$ cat config.mk
export PLATFORM = sky130hd
export DESIGN_NAME = i2cs_reg_slave
export DESIGN_NICKNAME = d
export VERILOG_FILES = /design/src/rtl/i2cs_pkg.sv /design/src/rtl/i2cs_bus_cond.sv /design/src/rtl/i2cs_timeout.sv /design/src/rtl/i2cs_regfile.sv /design/src/rtl/i2cs_reg_slave.sv
export SDC_FILE = /design/constraint.sdc
export NUM_CORES = 1
export LEC_CHECK = 0
export BUFFER_PORTS_ARGS = -buffer_cell sky130_fd_sc_hd__buf_2
export CORE_MARGIN = 5
export CORE_UTILIZATION = 55
export DETAILED_ROUTE_END_ITERATION = 16
export GPL_ROUTABILITY_DRIVEN = 0
export PLACE_DENSITY = 0.81
export SETUP_SLACK_MARGIN = 0.02
export SKIP_CTS_REPAIR_TIMING = 1
export SYNTH_ARGS = -nofsm -noshare
export SYNTH_HDL_FRONTEND = slang
export SYNTH_SLANG_ARGS = --single-unit
$ cat constraint.sdc
create_clock -name clk -period 3.1 [get_ports clk]
set_clock_uncertainty 0.1 [all_clocks]
set_input_delay 0.62 -clock clk [delete_from_list [all_inputs] [get_ports clk]]
set_output_delay 0.62 -clock clk [all_outputs]
set_load 0.01 [all_outputs]
$ cat src/rtl/i2cs_pkg.sv
`timescale 1ns/1ps
package i2cs_pkg;
  localparam int unsigned NREG = 7;
  localparam int unsigned DW   = 8;
  localparam logic [3:0]  ADDR_HI = 4'b0111;

  typedef enum logic [3:0] {
    ST_IDLE, ST_ADDR, ST_ADDR_ACK, ST_PTR, ST_PTR_ACK,
    ST_WDATA, ST_WDATA_ACK, ST_RDATA, ST_RACK
  } i2cs_state_e;

  function automatic logic [DW-1:0] reg_reset(int unsigned idx);
    case (idx)
      1:       return 8'h0A;
      2:       return 8'hFF;
      3:       return 8'h00;
      4:       return 8'hFE;
      5:       return 8'h00;
      6:       return 8'h07;
      default: return 8'h00;
    endcase
  endfunction

  function automatic logic [7:0] next_ptr(logic [7:0] p);
    if (p == 8'd0)                 return 8'd0;
    else if (p == 8'(NREG - 1))    return 8'd0;
    else if (p < 8'(NREG - 1))     return p + 8'd1;
    else                           return p;
  endfunction
endpackage

$ cat src/rtl/i2cs_bus_cond.sv
`timescale 1ns/1ps
module i2cs_bus_cond (
  input  logic clk,
  input  logic rst_n,
  input  logic scl_i,
  input  logic sda_i,
  output logic scl_s,
  output logic sda_s,
  output logic scl_rise,
  output logic scl_fall,
  output logic start_det,
  output logic stop_det
);
  logic [1:0] scl_sync, sda_sync;
  logic       scl_p, sda_p;

  always_ff @(posedge clk or negedge rst_n) begin
    if (!rst_n) begin
      scl_sync <= 2'b11;
      sda_sync <= 2'b11;
      scl_p    <= 1'b1;
      sda_p    <= 1'b1;
    end else begin
      scl_sync <= {scl_sync[0], scl_i};
      sda_sync <= {sda_sync[0], sda_i};
      scl_p    <= scl_sync[1];
      sda_p    <= sda_sync[1];
    end
  end

  assign scl_s     = scl_sync[1];
  assign sda_s     = sda_sync[1];
  assign scl_rise  = scl_s & ~scl_p;
  assign scl_fall  = ~scl_s & scl_p;
  assign start_det = scl_s & scl_p & sda_p & ~sda_s;
  assign stop_det  = scl_s & scl_p & ~sda_p & sda_s;
endmodule

$ cat src/rtl/i2cs_timeout.sv
`timescale 1ns/1ps
module i2cs_timeout #(
  parameter int unsigned LIMIT = 20000
) (
  input  logic clk,
  input  logic rst_n,
  input  logic enable,
  input  logic busy,
  input  logic scl_s,
  output logic abort
);
  localparam int unsigned CW = $clog2(LIMIT + 1);
  logic [CW-1:0] cnt;
  logic          counting;

  assign counting = enable & busy & ~scl_s;
  assign abort    = counting && (cnt == CW'(LIMIT));

  always_ff @(posedge clk or negedge rst_n) begin
    if (!rst_n)               cnt <= '0;
    else if (!counting)       cnt <= '0;
    else if (cnt != CW'(LIMIT)) cnt <= cnt + 1'b1;
  end
endmodule

$ cat src/rtl/i2cs_regfile.sv
`timescale 1ns/1ps
module i2cs_regfile
  import i2cs_pkg::*;
#(
  parameter int unsigned N = NREG,
  parameter int unsigned W = DW
) (
  input  logic         clk,
  input  logic         rst_n,
  input  logic         we,
  input  logic [7:0]   waddr,
  input  logic [W-1:0] wdata,
  input  logic [7:0]   raddr,
  input  logic [W-1:0] q0_data,
  output logic [W-1:0] rdata,
  output logic         tmo_en
);
  logic [N*W-1:0] flat;

  assign flat[W-1:0] = q0_data;

  for (genvar gi = 1; gi < N; gi++) begin : g_reg
    logic [W-1:0] q;
    always_ff @(posedge clk or negedge rst_n) begin
      if (!rst_n)                          q <= reg_reset(gi);
      else if (we && waddr == 8'(gi))      q <= wdata;
    end
    assign flat[gi*W +: W] = q;
  end

  always_comb begin
    rdata = '0;
    for (int i = 0; i < N; i++)
      if (raddr == 8'(i)) rdata = flat[i*W +: W];
  end

  assign tmo_en = ~flat[W];
endmodule

$ cat src/rtl/i2cs_reg_slave.sv
`timescale 1ns/1ps
module i2cs_reg_slave
  import i2cs_pkg::*;
#(
  parameter int unsigned TIMEOUT_CYCLES = 20000,
  localparam int unsigned AW = $clog2(NREG)
) (
  input  logic          clk,
  input  logic          rst_n,
  input  logic          scl_i,
  input  logic          sda_i,
  input  logic [1:0]    strap_i,
  output logic          sda_pull_o,
  input  logic [DW-1:0] evq_data_i,
  output logic          evq_pop_o,
  output logic          wr_valid_o,
  output logic [AW-1:0] wr_addr_o,
  output logic [DW-1:0] wr_data_o
);
  logic scl_s, sda_s, scl_rise, scl_fall, start_det, stop_det;
  logic abort, tmo_en;
  i2cs_state_e state;
  logic [3:0]    bitcnt;
  logic [DW-1:0] shreg, tx, rd_byte;
  logic [7:0]    ptr;
  logic [6:0]    own_addr;
  logic          rw, mack, sda_pull, wr_evt, ptr_writable;

  i2cs_bus_cond u_cond (
    .clk(clk), .rst_n(rst_n), .scl_i(scl_i), .sda_i(sda_i),
    .scl_s(scl_s), .sda_s(sda_s), .scl_rise(scl_rise), .scl_fall(scl_fall),
    .start_det(start_det), .stop_det(stop_det)
  );

  i2cs_timeout #(.LIMIT(TIMEOUT_CYCLES)) u_tmo (
    .clk(clk), .rst_n(rst_n), .enable(tmo_en),
    .busy(state != ST_IDLE), .scl_s(scl_s), .abort(abort)
  );

  assign own_addr     = {ADDR_HI, strap_i, 1'b0};
  assign ptr_writable = (ptr != 8'd0) && (ptr < 8'(NREG));
  assign wr_evt       = (state == ST_WDATA) && scl_fall && (bitcnt == 4'd8) &&
                        ptr_writable && !start_det && !stop_det && !abort;

  i2cs_regfile u_regs (
    .clk(clk), .rst_n(rst_n), .we(wr_evt), .waddr(ptr), .wdata(shreg),
    .raddr(ptr), .q0_data(evq_data_i), .rdata(rd_byte), .tmo_en(tmo_en)
  );

  always_ff @(posedge clk or negedge rst_n) begin
    if (!rst_n) begin
      state <= ST_IDLE; bitcnt <= '0; shreg <= '0; tx <= '0; ptr <= '0;
      rw <= 1'b0; mack <= 1'b0; sda_pull <= 1'b0; evq_pop_o <= 1'b0;
      wr_valid_o <= 1'b0; wr_addr_o <= '0; wr_data_o <= '0;
    end else begin
      evq_pop_o  <= 1'b0;
      wr_valid_o <= 1'b0;
      if (start_det) begin
        state <= ST_ADDR; bitcnt <= '0; sda_pull <= 1'b0;
      end else if (stop_det || abort) begin
        state <= ST_IDLE; sda_pull <= 1'b0;
      end else begin
        case (state)
          ST_ADDR, ST_PTR, ST_WDATA: begin
            if (scl_rise && bitcnt != 4'd8) begin
              shreg  <= {shreg[DW-2:0], sda_s};
              bitcnt <= bitcnt + 4'd1;
            end else if (scl_fall && bitcnt == 4'd8) begin
              bitcnt <= '0;
              if (state == ST_ADDR) begin
                if (shreg[7:1] == own_addr) begin
                  rw <= shreg[0]; sda_pull <= 1'b1; state <= ST_ADDR_ACK;
                end else begin
                  state <= ST_IDLE;
                end
              end else if (state == ST_PTR) begin
                ptr <= shreg; sda_pull <= 1'b1; state <= ST_PTR_ACK;
              end else begin
                if (wr_evt) begin
                  wr_valid_o <= 1'b1; wr_addr_o <= ptr[AW-1:0]; wr_data_o <= shreg;
                end
                ptr <= next_ptr(ptr); sda_pull <= 1'b1; state <= ST_WDATA_ACK;
              end
            end
          end
          ST_ADDR_ACK: begin
            if (scl_fall) begin
              if (rw) begin
                tx <= {rd_byte[DW-2:0], 1'b0}; sda_pull <= ~rd_byte[DW-1];
                bitcnt <= 4'd1; evq_pop_o <= (ptr == 8'd0);
                ptr <= next_ptr(ptr); state <= ST_RDATA;
              end else begin
                sda_pull <= 1'b0; state <= ST_PTR;
              end
            end
          end
          ST_PTR_ACK, ST_WDATA_ACK: begin
            if (scl_fall) begin
              sda_pull <= 1'b0; state <= ST_WDATA;
            end
          end
          ST_RDATA: begin
            if (scl_fall) begin
              if (bitcnt == 4'd8) begin
                sda_pull <= 1'b0; state <= ST_RACK;
              end else begin
                sda_pull <= ~tx[DW-1]; tx <= {tx[DW-2:0], 1'b0};
                bitcnt <= bitcnt + 4'd1;
              end
            end
          end
          ST_RACK: begin
            if (scl_rise) begin
              mack <= ~sda_s;
            end else if (scl_fall) begin
              if (mack) begin
                tx <= {rd_byte[DW-2:0], 1'b0}; sda_pull <= ~rd_byte[DW-1];
                bitcnt <= 4'd1; evq_pop_o <= (ptr == 8'd0);
                ptr <= next_ptr(ptr); state <= ST_RDATA;
              end else begin
                sda_pull <= 1'b0; state <= ST_IDLE;
              end
            end
          end
          default: ;
        endcase
      end
    end
  end

  assign sda_pull_o = sda_pull;
endmodule

== Yosys cells after proc, flatten, opt, wreduce, memory -nomap -nowiden ==
Cells that the tools add are included.
Cells by class
  add/subtract/negate cells: 3
  order comparisons: 2
  equality and inequality tests: 48
  muxes and demuxes: 89
  bitwise gates (word level): 21
  reduce and logical (&&, ||, !) cells: 38
Operators with widths (count)
  2-to-1 mux 8 bit: 26
  2-to-1 mux 4 bit: 22
  one-hot mux 8 bit (3 select lines): 2
  inequality test 4 bit (second input constant): 10
  2-to-1 mux 15 bit: 2
  2-to-1 mux 1 bit: 29
  == test 8 x 3 -> 1 bit (second input constant): 3
  inequality test 2 bit (second input constant): 12
  inequality test 3 bit (second input constant): 7
  one-hot mux 4 bit (5 select lines): 1
  AND reduction 10 bit: 2
  AND reduction 9 bit: 2
  == test 4 x 3 -> 1 bit (second input constant): 4
  == test 8 x 2 -> 1 bit (second input constant): 2
  logical AND 1 bit: 16
  less-than comparator 8 x 3 -> 1 bit (second input constant): 2
  one-hot mux 4 bit (4 select lines): 1
  adder 15 x 1 -> 15 bit (second input constant): 1
  == test 15 bit (second input constant): 1
  inequality test 15 bit (second input constant): 1
  inverter 1 bit: 12
  AND reduction 11 bit: 1
  bitwise AND 1 bit: 9
  adder 8 x 1 -> 8 bit (second input constant): 1
  24 further kinds: 32
Storage, ports and cells
  flip-flop bits (word level): 117
  bits of input ports: 14
  output and inout port bits: 14
  logic and storage cells: 224

== Depth between registers and ports, before layout ==
  depth after elaboration: 16
  gate-level depth with buffers: 11
  gate-level depth less buffers: 9

== Hierarchy ==
Synthesis repeated with hierarchy kept, for this count alone.
Second synthesis, totals
  cell total of the unflattened synthesis: 532
  area, all modules: 6107.1 um^2
Modules (own cells, without submodules)
  i2cs_reg_slave: times used 1, cells an instance 261, area each 2712.6 um^2, seq. area each 1176.1 um^2
  i2cs_regfile: times used 1, cells an instance 180, area each 2422.3 um^2, seq. area each 1226.2 um^2
  i2cs_timeout: times used 1, cells an instance 81, area each 782.0 um^2, seq. area each 375.4 um^2
  i2cs_bus_cond: times used 1, cells an instance 10, area each 190.2 um^2, seq. area each 157.7 um^2

== Least setup slack after synthesis ==
Ideal clock, no wire load.
  kind: reg2reg
  from: register ptr[4]
  to: register u_regs.g_reg[4].q[0]
  setup time: 0.125 ns
  data arrival time: 2.237 ns
  data required time: 2.875 ns
  slack: 0.637 ns
  cell stages (with the launch flop): 10
  buffers on the path: 2
  clock period less this slack: 2.463 ns
  cells stage by stage: dfrtp_1 > or4_4 > nor2_8 > o211ai_4 > or2_1 > buf_6 > inv_6 > and3_4 > buf_12 > mux2_4
Between the ends
  longest elaborated chain between the ends: 7
  elaborated cells between the ends (all ways): 9
  those cells by class: 1 x order compare; 1 x eq/ne; 7 x reduce/logical
RTL lines
  start: declaration: RTL line i2cs_reg_slave.sv:25  | logic [7:0] ptr;
  start signal: assignment: RTL line i2cs_reg_slave.sv:52  | state <= ST_IDLE; bitcnt <= '0; shreg <= '0; tx <= '0; ptr <= '0;
  start signal: assignment: RTL line i2cs_reg_slave.sv:77  | ptr <= shreg; sda_pull <= 1'b1; state <= ST_PTR_ACK;
  start signal: assignment: RTL line i2cs_reg_slave.sv:82  | ptr <= next_ptr(ptr); sda_pull <= 1'b1; state <= ST_WDATA_ACK;
  less-than comparator 8 x 3 -> 1 bit or nonzero test 8 bit (tied branches): RTL line i2cs_reg_slave.sv:41  | assign ptr_writable = (ptr != 8'd0) && (ptr < 8'(NREG));
  logical AND 1 bit: RTL line i2cs_reg_slave.sv:41
  logical AND 1 bit: RTL line i2cs_reg_slave.sv:42  | assign wr_evt = (state == ST_WDATA) && scl_fall && (bitcnt == 4'd8) &&
  logical AND 1 bit (3 in series): RTL line i2cs_reg_slave.sv:43  | ptr_writable && !start_det && !stop_det && !abort;
  logical AND 1 bit *: RTL line i2cs_regfile.sv:26  | else if (we && waddr == 8'(gi)) q <= wdata;
  end signal: assignment: RTL line i2cs_regfile.sv:25  | if (!rst_n) q <= reg_reset(gi);
  end signal: assignment: RTL line i2cs_regfile.sv:26
  end: declaration: RTL line i2cs_regfile.sv:23  | logic [W-1:0] q;
Every way passes the cells marked *; elsewhere a longest branch is shown, timed or not.
A chain may end at the register's enable or synchronous reset.

== Worst setup path after layout ==
  from: register bitcnt[0]
  to: register u_regs.g_reg[4].q[0]
Between the ends
  longest elaborated chain between the ends: 7
RTL lines
  start: declaration: RTL line i2cs_reg_slave.sv:23  | logic [3:0] bitcnt;
  start signal: assignment: RTL line i2cs_reg_slave.sv:67  | bitcnt <= bitcnt + 4'd1;
  start signal: assignment: RTL line i2cs_reg_slave.sv:108  | bitcnt <= bitcnt + 4'd1;
  == test 4 bit: RTL line i2cs_reg_slave.sv:42
  logical AND 1 bit (2 in series): RTL line i2cs_reg_slave.sv:42
  logical AND 1 bit (3 in series): RTL line i2cs_reg_slave.sv:43
  logical AND 1 bit: RTL line i2cs_regfile.sv:26
No other way between the ends.

==> out/metrics.cfg <==
[worst_setup_path]
crit_path_top_delay_cell = dfrtp_1
slowest_delay_ns = 0.41
cp.arrival_ns = 3.08
cp.required_ns = 3.41
crit_family = simple AND/OR/NAND/NOR gates
startpoint_type = flop
critPathMaxFanout = 13
critPathKind = flop to flop
critPathBufInv = 2
worstSetupEndpointType = flop
crit_chain = inv_1, ha_1, nand3b_1, nor3_1, nand4_1, or2_1, inv_6, and3_4, mux2_4

[sta]
fmax_ghz = 0.361
hold_violations = 0
rsz0062_at_grt = false
finalCritPeriodShare_pct = 89.2
max_slew_margin_pct = 51.4
fin_setup_tns_ns = 0
worst_pin_slew_ns = 0.723
layout_min_cycle_time_ns = 2.77
final.setup.worst_slack_ns = 0.333
slew_violations = 0
setup_viol = 0

[synth]
syn_inst = 548
synthFlopType = dfrtp_1
yosysSeqAreaShare_pct = 49.4
synth_cell_type_count = 73
ys_warn_count = 0
synth.cell_area_sq_um = 5950
synthArstFlopShare_pct = 100
synth-edff-count = 0
ys_ff_latch = 116
synth_nets = 570
avgSynthCellArea_sq_um = 10.9

[detailed_routing]
via_per_inst = 6.23
dr.first_iter.drc_count = 356
wl_per_cell_um = 19.3
dr.pass1.iters = 7
drt_wl_total_um = 14000
ant_nets = 0
drcViolationCount = 0
vias = 4522

[global_route]
grt_max_degree = 53
grt_pass1_wl_um = 23200
grt.total_usage_pct = 22.9
grt_pass1_vias = 4640
grt_overflow_total = 0
grt_antenna_before_repair = 0

[floorplan]
die_y_um = 114
die_x_um = 114
start_util_pct = 55.6
coreArea_sq_um = 10700
rows = 38
ios = 28
dieArea_sq_um = 13000

[placement]
place_ws_ns = 0.413
dp_hpwl_um = 9390
placed_area_sq_um = 6210
port_buffers = 27

[cells_and_area]
syn_to_final_growth_pct = 14.5
design_area_sq_um = 6810
layout-drive-gt1-share_pct = 26.3
fin_util_pct = 63.6
nNetsFinal = 595
diodes = 0

[clock_tree]
cts_root_buffer = clkbuf_8
cts_buffers = 17
cts_tree = done
cts.path.max_buffers = 2
clkLatencyLatePin_ns = 0.53
path_clk_slew_ns = 0.06
cts.sinks = 116
cts-htree-levels = 4

[power_and_ir_drop]
p_leak_nw = 3.08
vdd_drop_max_uv = 616
power_density_nw_per_um2 = 583
power.total_mw = 3.97

[status]
status = finished, final reports clean

[flow_run]
max_cap_violations = 0

[min_path]
hold_class = input port to async pin

==> Yosys cell counts, types with 12 or more instances <==
cell,count,area (sq um)
xor2_1,12,105
clkbuf_1,26,97.6
nand2b_1,13,81.3
dfrtp_1,90,2250
nor2b_1,12,75.1
nor2_1,39,146
dfstp_2,26,683
a21oi_1,27,135
mux2_1,20,225
o21ai_0,33,165
mux2_2,33,372
nand2_1,51,191
==> final timing paths <==
| kind | start | to | slack [ns] | cells after the start |
|---|---|---|---|---|
| worst max register to register | bitcnt[0]$_DFFE_PN0P_ | u_regs.g_reg[4].q[0]$_DFFE_PN0P_ | 0.33 | 9 |
| max in group asynchronous | rst_n | u_regs.g_reg[4].q[1]$_DFFE_PN1P_ | 2.09 | 2 |
| worst max-delay path | bitcnt[0]$_DFFE_PN0P_ | u_regs.g_reg[4].q[0]$_DFFE_PN0P_ | 0.33 | 9 |
| min in group clk | sda_i | u_cond.sda_sync[0]$_DFF_PN1_ | 0.09 | 1 |
| worst min register to register | u_cond.scl_sync[0]$_DFF_PN1_ | u_cond.scl_sync[1]$_DFF_PN1_ | 0.26 | 0 |
| worst min-delay path | rst_n | u_tmo.cnt[4]$_DFFE_PN0N_ | 0.03 | 1 |
==> kinds of logic after synthesis <==
| group | synth area share (%) |
|---|---|
| AND/OR/NAND/NOR | 17.1 |
| adder cells (fa/ha/maj) | 1.68 |
| XOR/XNOR | 2.21 |
| buffers and inverters | 3.30 |
| AO/OA/AOI/OAI | 13.9 |
| multiplexers | 12.4 |
| flip-flops | 49.4 |
==> metrics by stage <==
step | cells | hold slack [ns]
after floorplan | 548 | 0.224
after global placement | 694 | 0.247
after detailed placement | 694 | 0.247
after CTS | 726 | 0.0338
after global routing | 726 | 0.0659
final | 726 | 0.0302
==> cell usage in the layout (no fill, tap or decap), drive strengths merged, types with 13 or more instances in the layout <==
master	instances
mux2	61
nand2b	13
dfstp	26
nand2	51
nor2	42
a21oi	27
buf	39
o21ai	33
clkbuf	18
dfrtp	90
inv	15
==> power by group <==
group	switching, mW	leakage, nW	internal [mW]
registers	0.205	1.48	1.57
clock network	0.730	0.280	1.23
logic	0.119	1.32	0.104
total	1.05	3.08	2.91
==> registers in the layout, indices dropped and copies added, names as in the netlist, 4 cells and up <==
signal,flops
u_regs.g.q,48
bitcnt,4
ptr,8
tx,7
state,4
shreg,8
wr_data_o,8
u_tmo.cnt,15
==> per-layer routing <==
metal / global-route usage (%) / routed length (um)
met1: 28.4 / 5830
met2: 37.0 / 6960
met3: 6.21 / 830
met4: 11.1 / 424
met5: 0 / 0
==> final cells by class <==
cell class                 count  area [sq um]
clock buffer                  18           418
clock inverter                14           176
fill                         830          3890
inverter                      11          46.3
multi-input combinational    388          2820
sequential                   116          2940
tap                          140           175
timing repair buffer          39           240
Note: power is estimated with default switching activity, not from simulation.
